==> src/rtl/refsched_pkg.sv <==
package refsched_pkg;

   typedef enum logic [2:0] {
      ST_IDLE,
      ST_PRE,
      ST_RFC,
      ST_SR,
      ST_XSR
   } rs_state_e;

   typedef enum logic [1:0] {
      OP_NONE,
      OP_PREA,
      OP_REF,
      OP_SRE
   } rs_op_e;

   typedef struct packed {
      logic cs_n;
      logic ras_n;
      logic cas_n;
      logic we_n;
      logic a10;
   } rs_pins_t;

   function automatic int rs_max3(input int a, input int b, input int c);
      int m;
      m = (a > b) ? a : b;
      return (m > c) ? m : c;
   endfunction

endpackage

==> src/rtl/refsched_interval.sv <==
module refsched_interval #(
   parameter int INTERVAL_CLKS = 1040
) (
   input  logic clk,
   input  logic rst_n,
   input  logic freeze,
   output logic tick
);
   localparam int IW = (INTERVAL_CLKS > 2) ? $clog2(INTERVAL_CLKS) : 1;
   localparam logic [IW-1:0] RELOAD = IW'(INTERVAL_CLKS - 1);

   logic [IW-1:0] cnt_q;

   assign tick = !freeze && (cnt_q == '0);

   always_ff @(posedge clk or negedge rst_n) begin
      if (!rst_n) begin
         cnt_q <= RELOAD;
      end else if (!freeze) begin
         if (cnt_q == '0) cnt_q <= RELOAD;
         else             cnt_q <= cnt_q - 1'b1;
      end
   end

   AST_TIMER_IN_RANGE: assert property (@(posedge clk) disable iff (!rst_n)
      cnt_q <= RELOAD) else $error("interval counter out of range");
   AST_FROZEN_TIMER_HOLDS: assert property (@(posedge clk) disable iff (!rst_n)
      freeze |=> (cnt_q == $past(cnt_q))) else $error("timer moved while frozen");

endmodule

==> src/rtl/refsched_debt.sv <==
module refsched_debt #(
   parameter int MAX_OWED = 8
) (
   input  logic clk,
   input  logic rst_n,
   input  logic tick,
   input  logic dec,
   input  logic clr,
   output logic owed_nz,
   output logic owed_full
);
   localparam int OW = $clog2(MAX_OWED + 1);
   localparam logic [OW-1:0] CAP = OW'(MAX_OWED);

   logic [OW-1:0] owed_q;

   assign owed_nz   = (owed_q != '0);
   assign owed_full = (owed_q == CAP);

   always_ff @(posedge clk or negedge rst_n) begin
      if (!rst_n) begin
         owed_q <= '0;
      end else if (clr) begin
         owed_q <= '0;
      end else begin
         unique case ({tick, dec})
            2'b10:   if (owed_q != CAP) owed_q <= owed_q + 1'b1;
            2'b01:   owed_q <= owed_q - 1'b1;
            default: owed_q <= owed_q;
         endcase
      end
   end

   AST_DEBT_CAP: assert property (@(posedge clk) disable iff (!rst_n)
      owed_q <= CAP) else $error("owed count above ceiling");
   AST_DEC_NEEDS_DEBT: assert property (@(posedge clk) disable iff (!rst_n)
      dec |-> (owed_q != '0)) else $error("refresh issued with nothing owed");
   AST_BOTH_KEEPS_COUNT: assert property (@(posedge clk) disable iff (!rst_n)
      (tick && dec && !clr) |=> $stable(owed_q)) else $error("collision changed count");

endmodule

==> src/rtl/refsched_seq.sv <==
module refsched_seq
   import refsched_pkg::*;
#(
   parameter int T_RP_CLKS  = 3,
   parameter int T_RFC_CLKS = 10,
   parameter int T_XSR_CLKS = 200,
   parameter int CNT_W      = 8
) (
   input  logic   clk,
   input  logic   rst_n,
   input  logic   gnt,
   input  logic   banks_open,
   input  logic   sr_req,
   input  logic   owed_nz,
   input  logic   owed_full,
   output logic   arb_req,
   output logic   issue_ref,
   output logic   exit_sr,
   output logic   freeze,
   output logic   in_sr,
   output rs_op_e op_q,
   output logic   cke_q,
   output logic   busy_q
);
   localparam logic [CNT_W-1:0] LD_RP  = CNT_W'(T_RP_CLKS - 1);
   localparam logic [CNT_W-1:0] LD_RFC = CNT_W'(T_RFC_CLKS - 1);
   localparam logic [CNT_W-1:0] LD_XSR = CNT_W'(T_XSR_CLKS - 1);

   rs_state_e        st_q;
   logic [CNT_W-1:0] cnt_q;
   logic             sr_mode_q;
   logic             want, pick_sr, take, cnt_done;

   assign want     = owed_nz || sr_req;
   assign pick_sr  = sr_req && !owed_full;
   assign take     = (st_q == ST_IDLE) && gnt && want;
   assign cnt_done = (cnt_q == '0);

   assign arb_req   = (st_q == ST_IDLE) && want;
   assign issue_ref = (take && !banks_open && !pick_sr) ||
                      ((st_q == ST_PRE) && cnt_done && !sr_mode_q);
   assign exit_sr   = (st_q == ST_SR) && !sr_req;
   assign freeze    = (st_q == ST_SR) || (st_q == ST_XSR);
   assign in_sr     = (st_q == ST_SR);

   always_ff @(posedge clk or negedge rst_n) begin
      if (!rst_n) begin
         st_q      <= ST_IDLE;
         cnt_q     <= '0;
         sr_mode_q <= 1'b0;
         op_q      <= OP_NONE;
         cke_q     <= 1'b1;
         busy_q    <= 1'b0;
      end else begin
         op_q <= OP_NONE;
         unique case (st_q)
            ST_IDLE: begin
               if (take) begin
                  busy_q <= 1'b1;
                  if (banks_open) begin
                     op_q      <= OP_PREA;
                     st_q      <= ST_PRE;
                     cnt_q     <= LD_RP;
                     sr_mode_q <= pick_sr;
                  end else if (pick_sr) begin
                     op_q  <= OP_SRE;
                     cke_q <= 1'b0;
                     st_q  <= ST_SR;
                  end else begin
                     op_q  <= OP_REF;
                     st_q  <= ST_RFC;
                     cnt_q <= LD_RFC;
                  end
               end
            end
            ST_PRE: begin
               if (cnt_done) begin
                  if (sr_mode_q) begin
                     op_q  <= OP_SRE;
                     cke_q <= 1'b0;
                     st_q  <= ST_SR;
                  end else begin
                     op_q  <= OP_REF;
                     st_q  <= ST_RFC;
                     cnt_q <= LD_RFC;
                  end
               end else begin
                  cnt_q <= cnt_q - 1'b1;
               end
            end
            ST_RFC: begin
               if (cnt_done) begin
                  st_q   <= ST_IDLE;
                  busy_q <= 1'b0;
               end else begin
                  cnt_q <= cnt_q - 1'b1;
               end
            end
            ST_SR: begin
               if (!sr_req) begin
                  cke_q <= 1'b1;
                  st_q  <= ST_XSR;
                  cnt_q <= LD_XSR;
               end
            end
            ST_XSR: begin
               if (cnt_done) begin
                  st_q   <= ST_IDLE;
                  busy_q <= 1'b0;
               end else begin
                  cnt_q <= cnt_q - 1'b1;
               end
            end
            default: st_q <= ST_IDLE;
         endcase
      end
   end

   AST_URGENT_BEFORE_SR: assert property (@(posedge clk) disable iff (!rst_n)
      ((st_q == ST_IDLE) && gnt && owed_full && !banks_open) |=> (op_q == OP_REF && cke_q))
      else $error("self refresh taken ahead of urgent refresh");
   AST_SR_HOLDS_CKE: assert property (@(posedge clk) disable iff (!rst_n)
      ((st_q == ST_SR) && sr_req) |=> (!cke_q && busy_q && op_q == OP_NONE))
      else $error("clock enable rose while self refresh held");
   AST_EXIT_WINDOW_QUIET: assert property (@(posedge clk) disable iff (!rst_n)
      (st_q == ST_XSR) |-> (cke_q && busy_q && op_q == OP_NONE))
      else $error("command during recovery window");
   AST_PREA_THEN_WAIT: assert property (@(posedge clk) disable iff (!rst_n)
      (op_q == OP_PREA) |-> (st_q == ST_PRE && busy_q))
      else $error("precharge-all outside wait");

endmodule

==> src/rtl/refsched_pins.sv <==
module refsched_pins
   import refsched_pkg::*;
#(
   parameter bit IDLE_IS_NOP = 1'b0
) (
   input  rs_op_e   op,
   output rs_pins_t pins
);
   logic idle_cs_n;

   generate
      if (IDLE_IS_NOP) begin : g_idle_nop
         assign idle_cs_n = 1'b0;
      end else begin : g_idle_desel
         assign idle_cs_n = 1'b1;
      end
   endgenerate

   always_comb begin
      unique case (op)
         OP_PREA:        pins = '{cs_n: 1'b0, ras_n: 1'b0, cas_n: 1'b1, we_n: 1'b0, a10: 1'b1};
         OP_REF, OP_SRE: pins = '{cs_n: 1'b0, ras_n: 1'b0, cas_n: 1'b0, we_n: 1'b1, a10: 1'b0};
         default:        pins = '{cs_n: idle_cs_n, ras_n: 1'b1, cas_n: 1'b1, we_n: 1'b1, a10: 1'b0};
      endcase
   end

endmodule

==> src/rtl/dram_refresh_sched.sv <==
module dram_refresh_sched
   import refsched_pkg::*;
#(
   parameter int INTERVAL_CLKS = 1040,
   parameter int T_RFC_CLKS    = 10,
   parameter int T_RP_CLKS     = 3,
   parameter int T_XSR_CLKS    = 200,
   parameter int MAX_OWED      = 8,
   parameter bit IDLE_IS_NOP   = 1'b0
) (
   input  logic clk,
   input  logic rst_n,
   input  logic arb_gnt,
   input  logic banks_open,
   input  logic sr_req,
   output logic arb_req,
   output logic arb_urgent,
   output logic busy,
   output logic dram_cke,
   output logic dram_cs_n,
   output logic dram_ras_n,
   output logic dram_cas_n,
   output logic dram_we_n,
   output logic dram_a10
);
   localparam int WAIT_MAX = rs_max3(T_RP_CLKS, T_RFC_CLKS, T_XSR_CLKS);
   localparam int CNT_W    = $clog2(WAIT_MAX + 1);

   generate
      if (INTERVAL_CLKS < 2) begin : g_bad_interval
         $error("INTERVAL_CLKS must be at least 2");
      end
      if (T_RP_CLKS < 1 || T_RFC_CLKS < 1 || T_XSR_CLKS < 1) begin : g_bad_wait
         $error("wait times must be at least one clock");
      end
      if (MAX_OWED < 1) begin : g_bad_owed
         $error("MAX_OWED must be at least 1");
      end
   endgenerate

   logic     tick, freeze, issue_ref, exit_sr, in_sr;
   logic     owed_nz, owed_full;
   rs_op_e   op_q;
   rs_pins_t pins;

   refsched_interval #(.INTERVAL_CLKS(INTERVAL_CLKS)) u_interval (
      .clk(clk), .rst_n(rst_n), .freeze(freeze), .tick(tick)
   );

   refsched_debt #(.MAX_OWED(MAX_OWED)) u_debt (
      .clk(clk), .rst_n(rst_n), .tick(tick), .dec(issue_ref), .clr(exit_sr),
      .owed_nz(owed_nz), .owed_full(owed_full)
   );

   refsched_seq #(
      .T_RP_CLKS(T_RP_CLKS), .T_RFC_CLKS(T_RFC_CLKS),
      .T_XSR_CLKS(T_XSR_CLKS), .CNT_W(CNT_W)
   ) u_seq (
      .clk(clk), .rst_n(rst_n), .gnt(arb_gnt), .banks_open(banks_open),
      .sr_req(sr_req), .owed_nz(owed_nz), .owed_full(owed_full),
      .arb_req(arb_req), .issue_ref(issue_ref), .exit_sr(exit_sr),
      .freeze(freeze), .in_sr(in_sr), .op_q(op_q), .cke_q(dram_cke), .busy_q(busy)
   );

   refsched_pins #(.IDLE_IS_NOP(IDLE_IS_NOP)) u_pins (
      .op(op_q), .pins(pins)
   );

   assign arb_urgent = owed_full;
   assign dram_cs_n  = pins.cs_n;
   assign dram_ras_n = pins.ras_n;
   assign dram_cas_n = pins.cas_n;
   assign dram_we_n  = pins.we_n;
   assign dram_a10   = pins.a10;

   AST_BUSY_NO_REQ: assert property (@(posedge clk) disable iff (!rst_n)
      busy |-> !arb_req) else $error("request while bus reserved");
   AST_CKE_LOW_MEANS_BUSY: assert property (@(posedge clk) disable iff (!rst_n)
      !dram_cke |-> (busy && in_sr)) else $error("clock enable low outside self refresh");
   AST_NO_TICK_FROZEN: assert property (@(posedge clk) disable iff (!rst_n)
      freeze |-> !tick) else $error("interval expired while frozen");
   AST_URGENT_HAS_REQ: assert property (@(posedge clk) disable iff (!rst_n)
      (arb_urgent && !busy) |-> arb_req) else $error("urgent without request");

endmodule

==> config.mk <==
export PLATFORM = sky130hd
export DESIGN_NAME = dram_refresh_sched
export DESIGN_NICKNAME = d
export VERILOG_FILES = /design/src/rtl/refsched_pkg.sv /design/src/rtl/refsched_interval.sv /design/src/rtl/refsched_debt.sv /design/src/rtl/refsched_seq.sv /design/src/rtl/refsched_pins.sv /design/src/rtl/dram_refresh_sched.sv
export SDC_FILE = /design/constraint.sdc
export NUM_CORES = 1
export LEC_CHECK = 0
export BUFFER_PORTS_ARGS = -buffer_cell sky130_fd_sc_hd__clkbuf_2
export CAP_MARGIN = 20
export CORE_ASPECT_RATIO = 1.75
export CORE_MARGIN = 2
export CORE_UTILIZATION = 25
export CTS_BUF_LIST = sky130_fd_sc_hd__clkbuf_8
export CTS_CLUSTER_SIZE = 12
export DETAILED_ROUTE_END_ITERATION = 10
export GPL_TIMING_DRIVEN = 0
export SLEW_MARGIN = 20
export SYNTH_ARGS = -nofsm -noshare
export SYNTH_HDL_FRONTEND = slang
export SYNTH_HIERARCHICAL = 1
export SYNTH_SLANG_ARGS = --single-unit
==> constraint.sdc <==
create_clock -name clk -period 9.3 [get_ports clk]
set_input_delay 1.86 -clock clk [delete_from_list [all_inputs] [get_ports clk]]
set_output_delay 1.86 -clock clk [all_outputs]
set_load 0.01 [all_outputs]
==> impl_metrics.csv <==
group,metric,value,unit
setup_path,end_kind,"flop",
route,dr_total_vias,1861,
setup_path,crit_arrival,4490,ps
setup_path,reg2regPathDepth,16,
power_and_ir_drop,leakage,1.04,nW
setup_path,cpMostUsedCell,"o21ai_0",
grt,grt_max_degree,32,
grt,grt_antenna_before_repair,0,
sta,period_share,0.463,
cells_and_area,nets,261,
place,routabilityCongestion,0.821,
power_and_ir_drop,comb_power_share,0.527,
synth,synth_nets,241,
grt,grt_pass1_wl,9.02,mm
sta,period_needed,4300,ps
setup_path,critPathSlowestCell,"nor4_1",
worst_hold_path,hp-class,"reg -> reg",
power_and_ir_drop,clockPowerShare,0.155,
clock_network,clock_path_buffers,2,
grt,grt_pass1_vias,1967,
route,drt-initial-drc-count,109,
sta,rsz0062_at_grt,"no",
power_and_ir_drop,p_sw,0.000385,W
synth,ys_warn_count,6,
floorplan,io_pins,14,
route,wire_per_inst,14.5,um
clock_network,cts_tree,"yes",
job,cap_violations,0,
cells_and_area,areaGrowthSynthToFinish,15.0,%
power_and_ir_drop,power_switching_share,0.440,
power_and_ir_drop,power.share.sequential,0.319,
sta,hold_viol,0,
floorplan,design.die.area,9390,um^2
power_and_ir_drop,p_per_area,354,nW/um^2
clock_network,postCtsResizedCells,0,
cells_and_area,layout-drive-gt1-share,0.230,
clock_network,clkSinkCount,31,
setup_path,cp.required,9490,ps
place,dpl.hpwl,3.96,mm
route,drc,0,
sta,tns,0,ps
clock_network,clk-insertion-delay-late,290,ps
power_and_ir_drop,p_int,0.000491,W
synth,synth_area,2150,um^2
setup_path,cp_slowest_stage_delay,590,ps
setup_path,path_class,"in -> reg",
cells_and_area,fill_cells,876,
route,ant_nets,0,
sta,holdWs,514,ps
setup_path,crit_fanout,7,
clock_network,clk_pin_slew,70,ps
grt,track_usage,0.123,
setup_path,crit_chain,"clkbuf_2, o21ai_0, nor4_1, nand2_1, o21ai_0, nand2b_1, buf_6, inv_2, ha_1, a31oi_1, o211ai_2, mux2i_1, a211oi_1",
floorplan,start_util,0.259,
sta,maxSlewViolCount,0,
outcome,outcome,"finished clean",
cells_and_area,instances_no_fill,367,
place,dpl.cell_count,359,
route,wl_met2,3.00,mm
setup_path,cp-start-kind,"input port",
route,viasPerCell,5.07,
grt,overflow,0,
sta,skew,8.73,ps
floorplan,row_count,44,
sta,max_freq,0.232,GHz
synth,synth_cells,231,
floorplan,die_h,127,um
cells_and_area,diodes,0,
power_and_ir_drop,peakVddDrop,0.0921,mV
route,totalWireLength,5.33,mm
sta,maxSlewHeadroom,0.465,
route,wl_met1,1.96,mm
worst_hold_path,min_path_cells,1,
clock_network,cts-hold-fix-buffers,0,
synth,syn-mean-instance-area,9.31,um^2
floorplan,core,8310,um^2
clock_network,cts_setup_buffers,0,
clock_network,clock-root-buffer,"clkbuf_8",
floorplan,die_w,74.1,um
clock_network,htree_num_levels,2,
sta,final-setup-viol-count,0,
clock_network,cts_made_buffers,5,
route,drtPass1Iterations,4,
route,top_layer,"met4",
place,portBuffers,13,
sta,worst_pin_slew,791,ps
route,wl_met3,165,um
flip-flops by register name, summed over array words and instances (netlist names):
name              flops
u_seq/sr_mode_q       1
u_seq/busy_q          1
u_seq/op_q            2
u_seq/cke_q           1
u_interval/cnt_q     11
u_seq/cnt_q           8
u_debt/owed_q         4
u_seq/st_q            3
worst max-delay path: cells and delay by family:
kind / cells / cell delay [ps]
buffers and inverters: 3 / 370
adder cells (fa/ha/maj): 1 / 270
AND/OR/NAND/NOR: 3 / 810
multiplexers: 1 / 140
AO/OA/AOI/OAI: 5 / 1040
worst paths after layout:
kind	endpoint	slack, ps	startpoint
min in group asynchronous	u_interval/cnt_q[7]$_DFFE_PN0N_	1650	rst_n
max in group asynchronous	u_debt/owed_q[1]$_DFFE_PN0P_	7140	rst_n
worst min register to register	u_seq/cke_q$_DFFE_PN1P_	510	u_seq/cke_q$_DFFE_PN1P_
worst min-delay path	u_seq/cke_q$_DFFE_PN1P_	510	u_seq/cke_q$_DFFE_PN1P_
worst max register to register	u_debt/owed_q[3]$_DFFE_PN0P_	5670	u_seq/st_q[0]$_DFFE_PN0P_
worst max-delay path	u_debt/owed_q[3]$_DFFE_PN0P_	5000	sr_req
placed cells by master, fill, tap and decap left out, drive strengths merged, types with 4 or more instances in the layout:
cell type	n
a21o	4
a21oi	10
buf	9
clkbuf	20
dfrtp	25
dfstp	6
ha	5
inv	12
mux2	8
nand2	21
nand2b	6
nand3	5
nor2	19
nor2b	5
nor3	9
nor4	4
o211ai	5
o21ai	17
or3	5
xnor2	4
final cells by class:
class	instances	area, um^2	area share
Sequential cell	31	783	0.317
Multi-Input combinational cell	177	1250	0.507
Inverter	12	45.0	0.0182
Clock inverter	3	43.8	0.0177
Tap cell	115	144	0.0582
Clock buffer	5	68.8	0.0278
Timing Repair Buffer	13	65.1	0.0263
Buffer	11	67.6	0.0273
per-stage QoR:
stage / area (um^2) / worst slack, ps / util / power, W
after global placement: 2360 / 4820 / 0.284 / 0.000726
after detailed placement: 2360 / 4760 / 0.284 / 0.000739
after global routing: 2470 / 4670 / 0.297 / 0.000946
final: 2470 / 5000 / 0.297 / 0.000876
after floorplan: 2150 / 5370 / - / 0.000621
after CTS: 2470 / 5050 / 0.297 / 0.000879
per-layer routing:
layer | GRT usage | up-vias
met5 | 0 | -
met3 | 0.0238 | 20
met2 | 0.225 | 41
met1 | 0.122 | 903
li1 | - | 897
met4 | 0.0738 | 0
power groups by stage:
stage / registers, W / logic, W / clock network (W)
after floorplan: 0.000264 / 0.000357 / 0
after global placement: 0.000278 / 0.000449 / 0
after global routing: 0.000289 / 0.000512 / 0.000145
after detailed placement: 0.000281 / 0.000458 / 0
final: 0.000279 / 0.000461 / 0.000135
after CTS: 0.000278 / 0.000462 / 0.000139
Note: power is estimated with default switching activity, not from simulation.
